--- src/rtl/lcdmux_pkg.sv ---
package lcdmux_pkg;
  localparam int PHASES  = 8;
  localparam int PHASE_W = $clog2(PHASES);

  typedef enum logic [1:0] {
    DISP_NORMAL = 2'd0,
    DISP_ALT    = 2'd1,
    DISP_BLANK  = 2'd2
  } disp_t;

  // Resolve the requested mode bits against the duty code.
  function automatic disp_t resolve_mode(input logic alt, input logic blank,
                                         input logic [PHASE_W-1:0] duty_code);
    if (blank) return DISP_BLANK;
    if (alt) return (duty_code > PHASE_W'(PHASES/2 - 1)) ? DISP_BLANK : DISP_ALT;
    return DISP_NORMAL;
  endfunction

  // Map a sequence step onto the physical phase that is driven.
  function automatic logic [PHASE_W-1:0] map_phase(input disp_t m,
                                                   input logic [PHASE_W-1:0] step);
    if (m == DISP_ALT) return step + PHASE_W'(PHASES/2);
    return step;
  endfunction
endpackage

--- src/rtl/lcdmux_phase_ctrl.sv ---
module lcdmux_phase_ctrl
  import lcdmux_pkg::*;
(
  input  logic               clk,
  input  logic               rst_n,
  input  logic               phase_tick,
  input  logic [PHASE_W-1:0] duty_sel,
  input  logic               alt_mode,
  input  logic               blank_mode,
  output logic [PHASE_W-1:0] step,
  output disp_t              frame_mode,
  output logic               phase_strobe
);
  logic [PHASE_W-1:0] step_q, duty_q;
  disp_t              mode_q;
  logic               strobe_q;
  logic               last_step;
  logic               frame_wrap;

  assign last_step  = (step_q == duty_q);
  assign frame_wrap = phase_tick && last_step;

  always_ff @(posedge clk or negedge rst_n) begin
    if (!rst_n) begin
      step_q   <= '0;
      duty_q   <= '0;
      mode_q   <= DISP_NORMAL;
      strobe_q <= 1'b0;
    end else begin
      strobe_q <= phase_tick;
      if (frame_wrap) begin
        step_q <= '0;
        duty_q <= duty_sel;
        mode_q <= resolve_mode(alt_mode, blank_mode, duty_sel);
      end else if (phase_tick) begin
        step_q <= step_q + PHASE_W'(1);
      end
    end
  end

  assign step         = step_q;
  assign frame_mode   = mode_q;
  assign phase_strobe = strobe_q;

  p_strobe_r2: assert property (@(posedge clk) disable iff (!rst_n)
    phase_tick |=> phase_strobe);
  p_quiet_r2: assert property (@(posedge clk) disable iff (!rst_n)
    !phase_tick |=> !phase_strobe && $stable(step_q));
  p_advance_r2: assert property (@(posedge clk) disable iff (!rst_n)
    (phase_tick && !last_step) |=> step_q == $past(step_q) + PHASE_W'(1));
  p_wrap_r3: assert property (@(posedge clk) disable iff (!rst_n)
    frame_wrap |=> step_q == '0);
  p_bound_r3: assert property (@(posedge clk) disable iff (!rst_n)
    step_q <= duty_q);
  p_cfg_hold_r4: assert property (@(posedge clk) disable iff (!rst_n)
    !frame_wrap |=> $stable(duty_q) && $stable(mode_q));
  p_alt_short_r10: assert property (@(posedge clk) disable iff (!rst_n)
    mode_q == DISP_ALT |-> duty_q < PHASE_W'(PHASES/2));
endmodule

--- src/rtl/lcdmux_pin_decode.sv ---
module lcdmux_pin_decode
  import lcdmux_pkg::*;
(
  input  logic               clk,
  input  logic               rst_n,
  input  logic               en,
  input  logic               is_bp,
  input  logic [PHASES-1:0]  wave,
  input  logic [PHASE_W-1:0] phase,
  input  logic               dark,
  output logic               bp_on,
  output logic               seg_on
);
  logic live_bit;

  assign live_bit = en && !dark && wave[phase];
  assign bp_on    = live_bit && is_bp;
  assign seg_on   = live_bit && !is_bp;

  p_exclusive_r5: assert property (@(posedge clk) disable iff (!rst_n)
    !(bp_on && seg_on));
  p_disabled_r7: assert property (@(posedge clk) disable iff (!rst_n)
    !en |-> !bp_on && !seg_on);
endmodule

--- src/rtl/lcdmux_sequencer.sv ---
module lcdmux_sequencer
  import lcdmux_pkg::*;
#(
  parameter int NUM_PINS = 8
) (
  input  logic                       clk,
  input  logic                       rst_n,
  input  logic                       phase_tick,
  input  logic [PHASE_W-1:0]         duty_sel,
  input  logic                       alt_mode,
  input  logic                       blank_mode,
  input  logic [NUM_PINS-1:0]        pin_en,
  input  logic [NUM_PINS-1:0]        pin_bp,
  input  logic [PHASES*NUM_PINS-1:0] wave_data,
  output logic                       phase_strobe,
  output logic [PHASE_W-1:0]         phase_id,
  output logic [NUM_PINS-1:0]        bp_active,
  output logic [NUM_PINS-1:0]        fp_on
);
  logic [PHASE_W-1:0] step;
  disp_t              frame_mode;
  logic               dark;

  lcdmux_phase_ctrl u_ctrl (
    .clk          (clk),
    .rst_n        (rst_n),
    .phase_tick   (phase_tick),
    .duty_sel     (duty_sel),
    .alt_mode     (alt_mode),
    .blank_mode   (blank_mode),
    .step         (step),
    .frame_mode   (frame_mode),
    .phase_strobe (phase_strobe)
  );

  assign dark     = (frame_mode == DISP_BLANK);
  assign phase_id = map_phase(frame_mode, step);

  for (genvar i = 0; i < NUM_PINS; i++) begin : g_pin
    lcdmux_pin_decode u_pin (
      .clk    (clk),
      .rst_n  (rst_n),
      .en     (pin_en[i]),
      .is_bp  (pin_bp[i]),
      .wave   (wave_data[i*PHASES +: PHASES]),
      .phase  (phase_id),
      .dark   (dark),
      .bp_on  (bp_active[i]),
      .seg_on (fp_on[i])
    );
  end

  p_blank_dark_r8: assert property (@(posedge clk) disable iff (!rst_n)
    dark |-> (bp_active == '0) && (fp_on == '0) && (phase_id == step));
  p_alt_upper_r9: assert property (@(posedge clk) disable iff (!rst_n)
    frame_mode == DISP_ALT |-> phase_id[PHASE_W-1]);
endmodule

--- config.mk ---
export PLATFORM = sky130hd
export DESIGN_NAME = lcdmux_sequencer
export DESIGN_NICKNAME = d
export VERILOG_FILES = /design/src/rtl/lcdmux_pkg.sv /design/src/rtl/lcdmux_phase_ctrl.sv /design/src/rtl/lcdmux_pin_decode.sv /design/src/rtl/lcdmux_sequencer.sv
export SDC_FILE = /design/constraint.sdc
export NUM_CORES = 1
export LEC_CHECK = 0
export BUFFER_PORTS_ARGS = -buffer_cell sky130_fd_sc_hd__buf_2
export CAP_MARGIN = 20
export CORE_MARGIN = 1
export CORE_UTILIZATION = 38
export DETAILED_ROUTE_END_ITERATION = 12
export PLACE_DENSITY = 0.86
export SLEW_MARGIN = 20
export SYNTH_ARGS = -nofsm -noshare
export SYNTH_HDL_FRONTEND = slang
export SYNTH_SLANG_ARGS = --single-unit
--- constraint.sdc ---
create_clock -name clk -period 2.6 [get_ports clk]
set_clock_uncertainty 0.15 [all_clocks]
set_input_delay 0.26 -clock clk [delete_from_list [all_inputs] [get_ports clk]]
set_output_delay 0.26 -clock clk [all_outputs]
set_load 0.02 [all_outputs]
==> results.txt, run 1 <==
Synth top area share = 18.4%
Clock Pin Slew Worst Setup and Hold Paths = 60 ps
Core Box Area = 3050 sq um
All-Layer GR Usage = 19.7%
Drt initial violations = 27
Critical path arrival = 1970 ps
Final worst path period share = 91.5%
Worst setup SP type = flip-flop
Die width = 58.7 um
Io pins = 108
Largest net degree at the start of global routing = 18
#FFs+latches synth = 9
Setup crit end kind = output port
Max Cap Violations = 0
Drt total wl = 3330 um
Ys flop type = dfrtp_1
Highest clock rate = 420 MHz
Synth area leader = dfrtp_1
Most common cell in the netlist = buf_4
Grt total ovfl = 0
Synth Warn # = 0
Register area share after synthesis = 18.4%
Via count = 1,192
Critical path cell sequence = buf_12, mux4_1, mux2i_1, nor3b_1, buf_2
Worst Tran Pin Value = 439 ps
Max FO, Critical Path = 17
Pwr per Cell Area = 933 nW/um^2
DRT antenna net count = 0
Syn Nets = 195
Post-synthesis cell area = 1220 sq um
Vias/cell = 4.95
Area contributors post-synth = dfrtp_1 (18%), mux4_1 (17%), mux4_2 (15%)
Hold Path Class = input port to flip-flop
VDD IR max = 0.593 mV
Share of layout cells above drive strength 1 = 64.0%
Vias in the first global route = 1,175
Root Driver = clkbuf_4
Net Sw Frac = 44.9%
Slew Limit Headroom = 70.7%
Initial antenna violation count = 0
Die height = 58.7 um
CP delay by family, top = multiplexers
DR pass1 iterations = 3
Average size of a mapped cell = 11.5 sq um
Pins Over Slew Limit = 0
Area delta synth->final = 38.6%
First-pass GRT wire length = 5030 um
Post-synth ARST share = 100%
Distinct cell type count after synthesis = 26
Synth cell count leaders = buf_4 (19), nand2_1 (11), dfrtp_1 (9), mux2i_1 (9)
Sw Pwr = 709 uW
Pleak = 0.913 nW
Cells after Synth = 106
Num rows = 20
H-tree Lvls = 1
Clock Latency Late Sink = 260 ps
CTS buffer count = 3
Starting density of the core = 40.0%
Setup CP Type = flip-flop to output port
Final core occ = 55.5%
Share of total power in the clock network = 7.0%
Placer Congestion = 0.728
Drt drc = 0
TritonCTS clock tree = yes
Post-DP HPWL = 2860 um
RSZ-0062 raised after global routing = false
EDFF count, synth = 0
Crit-path max cell delay = 570 ps
Slowest stage cell, crit path = mux4_1
Final Hold Vio Count = 0
Status = complete, no violations
Int Pwr = 870 uW
Required time of the critical path = 2190 ps
Worst path buffer plus inverter count = 2
Setup TNS = 0 ps
Avg WL per Cell = 13.8 um
Crit path time final = 2380 ps
Buffers on Ports = 107
Setup Viol. Count Final = 0
Full die area = 3440 sq um
# diodes = 0
Clock sinks = 9
Nets = 287
Comb power frac = 74.6%
Seq pwr share = 18.4%
CTS max path bufs = 2
[layer usage]
| metal | global-route usage [%] | part of all wire (%) | wire (um) | up-vias |
|---|---|---|---|---|
| li1 | - | - | - | 569 |
| met1 | 21.5 | 38 | 1270 | 560 |
| met4 | 5.10 | 1.1 | 37 | 0 |
| met3 | 2.20 | 6.8 | 226 | 5 |
| met5 | 0 | 0 | 0 | - |
| met2 | 39.7 | 54 | 1800 | 58 |
[worst paths after layout]
path	endpoint	slack, ps	cells after the start	from
setup / recovery	bp_active[7]	220	5	u_ctrl.step[0]
hold / removal	u_ctrl.frame_mode[0]	40	2	blank_mode
setup reg to reg	u_ctrl.duty_q[2]	810	4	u_ctrl.step[1]
hold reg to reg	u_ctrl.frame_mode[0]	360	2	u_ctrl.frame_mode[0]
max in group asynchronous	u_ctrl.step[1]	1880	2	rst_n
min in group asynchronous	u_ctrl.frame_mode[0]	230	2	rst_n
[placed cells by master, fill, tap and decap left out]
cell           synthesis  routed
a21oi_1                1       1
buf_12                 1       1
buf_2                  1     107
buf_4                 19       1
clkbuf_1               0       1
clkbuf_4               0       3
dfrtp_1                9       9
dlygate4sd3_1          0       1
ha_1                   1       1
inv_1                  3       3
mux2_2                 3       3
mux2i_1                9       9
mux4_1                 8       8
mux4_2                 8       8
nand2_1               11      11
nand2b_1               1       1
nand4_2                1       1
nor2_1                 3       3
nor2b_1                1       1
nor3_1                 8       8
nor3b_1                8       8
o21ai_0                1       1
o41ai_1                1       1
xnor2_1                3       3
xnor2_2                1       1
xnor2_4                1       1
xor2_1                 1       1
[repair_timing]
item | CTS | global route
buffers inserted | 0 | 0
gates resized for setup | 0 | 0
endpoints found under the setup margin | 0 | 0
hold endpoints to repair | 9 | 0
hold buffers | 1 | 0
[power groups by stage]
stage,clock network (mW),registers (mW),logic (mW)
6_report,0.111,0.290,1.18
3_3_place_gp,0,0.289,1.16
5_1_grt,0.119,0.301,1.28
2_1_floorplan,0,0.256,1.07
3_5_place_dp,0,0.295,1.19
4_1_cts,0.113,0.292,1.20
[registers in the layout, indices dropped and copies added (netlist names)]
register,flops
u_ctrl.step,3
u_ctrl.phase_strobe,1
u_ctrl.duty_q,3
u_ctrl.frame_mode,2
[logic make-up (layout without fill, tap and decap cells)]
family / Yosys count / after routing / share of synthesized area (%)
adders and majority gates: 1 / 1 / 1.02
DFF: 9 / 9 / 18.4
and+or+nand+nor: 33 / 33 / 14.5
buffers and inverters: 26 / 117 / 15.9
AOI/OAI and AO/OA: 3 / 3 / 1.54
xor gates and xnor gates: 6 / 6 / 6.46
muxes: 28 / 28 / 42.1
[cell type report]
cell class | instances | area [sq um]
Inverter | 3 | 11.3
Fill cell | 297 | 1360
Multi-Input combinational cell | 71 | 802
Timing Repair Buffer | 110 | 573
Clock buffer | 4 | 26.3
Tap cell | 44 | 55.1
Sequential cell | 9 | 225
[stage by stage]
stage          hold WS [ps]  power (mW)  area [sq um]  std cells  setup WS [ps]
3_5_place_dp          -25.8        1.48          1660        236            490
3_3_place_gp          -31.1        1.45          1660        236            530
5_1_grt                30.9        1.70          1690        241            123
4_1_cts                36.2        1.60          1690        241            200
2_1_floorplan          -186        1.33          1220        106            665
6_report               44.5        1.58          1690        241            220
Power figures use the tool's default switching activity.
==> run 2, diff against run 1 <==
--- a/config.mk
+++ b/config.mk
@@ -8,9 +8,10 @@
 export BUFFER_PORTS_ARGS = -buffer_cell sky130_fd_sc_hd__buf_2
 export CAP_MARGIN = 20
 export CORE_MARGIN = 1
-export CORE_UTILIZATION = 38
+export CORE_UTILIZATION = 25
 export DETAILED_ROUTE_END_ITERATION = 12
-export PLACE_DENSITY = 0.86
+export MAX_ROUTING_LAYER = met4
+export PLACE_DENSITY = 0.62
 export SLEW_MARGIN = 20
 export SYNTH_ARGS = -nofsm -noshare
 export SYNTH_HDL_FRONTEND = slang
==> constraint.sdc (replaced) <==
create_clock -name clk -period 2.9 [get_ports clk]
set_clock_uncertainty 0.15 [all_clocks]
set_input_delay 0.29 -clock clk [delete_from_list [all_inputs] [get_ports clk]]
set_output_delay 0.29 -clock clk [all_outputs]
set_load 0.02 [all_outputs]
==> results.txt, run 2 (synthesis gave the netlist of run 1 again) <==
Status = complete, no violations
Drt initial violations = 25
Clock Pin Slew Worst Setup and Hold Paths = 50 ps
Via count = 1,183
Setup CP Type = flip-flop to output port
Crit path time final = 2500 ps
Setup TNS = 0 ps
Drt total wl = 3160 um
Grt total ovfl = 0
Drt drc = 0
DRT antenna net count = 0
Root Driver = clkbuf_8
Starting density of the core = 25.9%
Max FO, Critical Path = 13
Setup Fix Bufs, Post-CTS = 0
Die height = 71.9 um
Comb power frac = 70.9%
Share of layout cells above drive strength 1 = 64.5%
H-tree Lvls = 1
CTS buffer count = 3
Area delta synth->final = 42.6%
Final Hold Vio Count = 0
Int Pwr = 819 uW
Sw Pwr = 638 uW
Critical path arrival = 2060 ps
Setup crit end kind = output port
Full die area = 5170 sq um
Pre-CTS WS = 595 ps
Worst Tran Pin Value = 452 ps
Share of total power in the clock network = 10.1%
Fin area = 1740 sq um
# diodes = 0
DR pass1 iterations = 4
TritonCTS clock tree = yes
Buffers on Ports = 107
Post-DP Area = 1690 sq um
First-pass GRT wire length = 4830 um
Seq pwr share = 19.0%
Setup Viol. Count Final = 0
Hold Path Class = input port to flip-flop
Highest clock rate = 400 MHz
Pleak = 0.924 nW
Pwr per Cell Area = 837 nW/um^2
Pins Over Slew Limit = 0
Worst setup margin = 401 ps
Final worst path period share = 86.2%
Max Cap Violations = 0
Initial antenna violation count = 0
Clock sinks = 9
Clock Latency Late Sink = 230 ps
Required time of the critical path = 2460 ps
Vias in the first global route = 1,131
Nets = 287
Vias/cell = 4.48
CTS max path bufs = 2
Largest net degree at the start of global routing = 14
Most common cell after layout, fill and taps aside = buf_2
Most frequent cells in the layout = buf_2 (107), nand2_1 (11), mux2i_1 (9), dfrtp_1 (9)
Core Box Area = 4720 sq um
Num rows = 25
Io pins = 108
Net Sw Frac = 43.8%
Slew Limit Headroom = 69.9%
Placer Congestion = 0.686
Die width = 71.9 um
Fill count = 481
VDD IR max = 0.247 mV
RSZ-0062 raised after global routing = false
Post-DP HPWL = 2710 um
Worst setup SP type = flip-flop
All-Layer GR Usage = 12.3%
Avg WL per Cell = 12.0 um
## run 2: cell count changes in the layout (fill, tap and decap cells not counted), sizes merged
cell	delta
clkbuf	-1
clkinv	+1
## run 2: final timing paths
kind / cells past startpoint / to / slack [ps] / start
max in group asynchronous: 2 / u_ctrl.step[2] / 2130 / rst_n
worst min-delay path: 1 / u_ctrl.phase_strobe / 110 / phase_tick
worst min register to register: 2 / u_ctrl.frame_mode[0] / 340 / u_ctrl.frame_mode[0]
worst max-delay path: 5 / bp_active[6] / 400 / u_ctrl.step[0]
worst max register to register: 4 / u_ctrl.duty_q[0] / 1110 / u_ctrl.step[0]
min in group asynchronous: 2 / u_ctrl.duty_q[2] / 290 / rst_n
## run 2: per-layer routing
metal | wire length (um) | part of all wire, % | GRT usage, %
met3 | 229 | 7.3 | 2.22
met5 | 0 | 0 | -
met2 | 1670 | 53 | 23.7
met4 | 16 | 0.51 | 3.27
met1 | 1240 | 39 | 12.8
## run 2: stage by stage
step | hold slack (ps) | cells | util [%] | power (mW)
CTS | 99.6 | 264 | 36.9 | 1.49
global route | 107 | 264 | 36.9 | 1.59
finish | 106 | 264 | 36.9 | 1.46
global placement | 5.14 | 259 | 35.7 | 1.31
floorplan | -156 | 106 | - | 1.19
detailed placement | 7.99 | 259 | 35.7 | 1.33
## run 2: timing repair
| item | CTS | global route |
|---|---|---|
| resized for setup | 0 | 0 |
| hold buffers | 1 | 0 |
| hold endpoints to repair | 9 | 0 |
## run 2: power by group through the flow
stage | combinational, mW | clock, mW | sequential, mW
floorplan | 0.964 | 0 | 0.230
detailed placement | 1.05 | 0 | 0.284
global placement | 1.03 | 0 | 0.279
global route | 1.14 | 0.161 | 0.291
finish | 1.03 | 0.147 | 0.277
CTS | 1.05 | 0.153 | 0.281
## run 2: area by class of cell
| class | count | area (sq um) | share of cell area (%) |
|---|---|---|---|
| Clock inverter | 1 | 5.00 | 0.287 |
| Timing Repair Buffer | 110 | 573 | 32.9 |
| Multi-Input combinational cell | 71 | 802 | 46.0 |
| Tap cell | 67 | 83.8 | 4.81 |
| Sequential cell | 9 | 225 | 12.9 |
| Clock buffer | 3 | 41.3 | 2.37 |
| Inverter | 3 | 11.3 | 0.647 |
## run 2: critical path, stage by stage (launching register included)
cell and delay, ps:
dfrtp_1 610, buf_12 220, mux4_1 560, mux2i_1 200
nor3b_1 80, buf_2 160
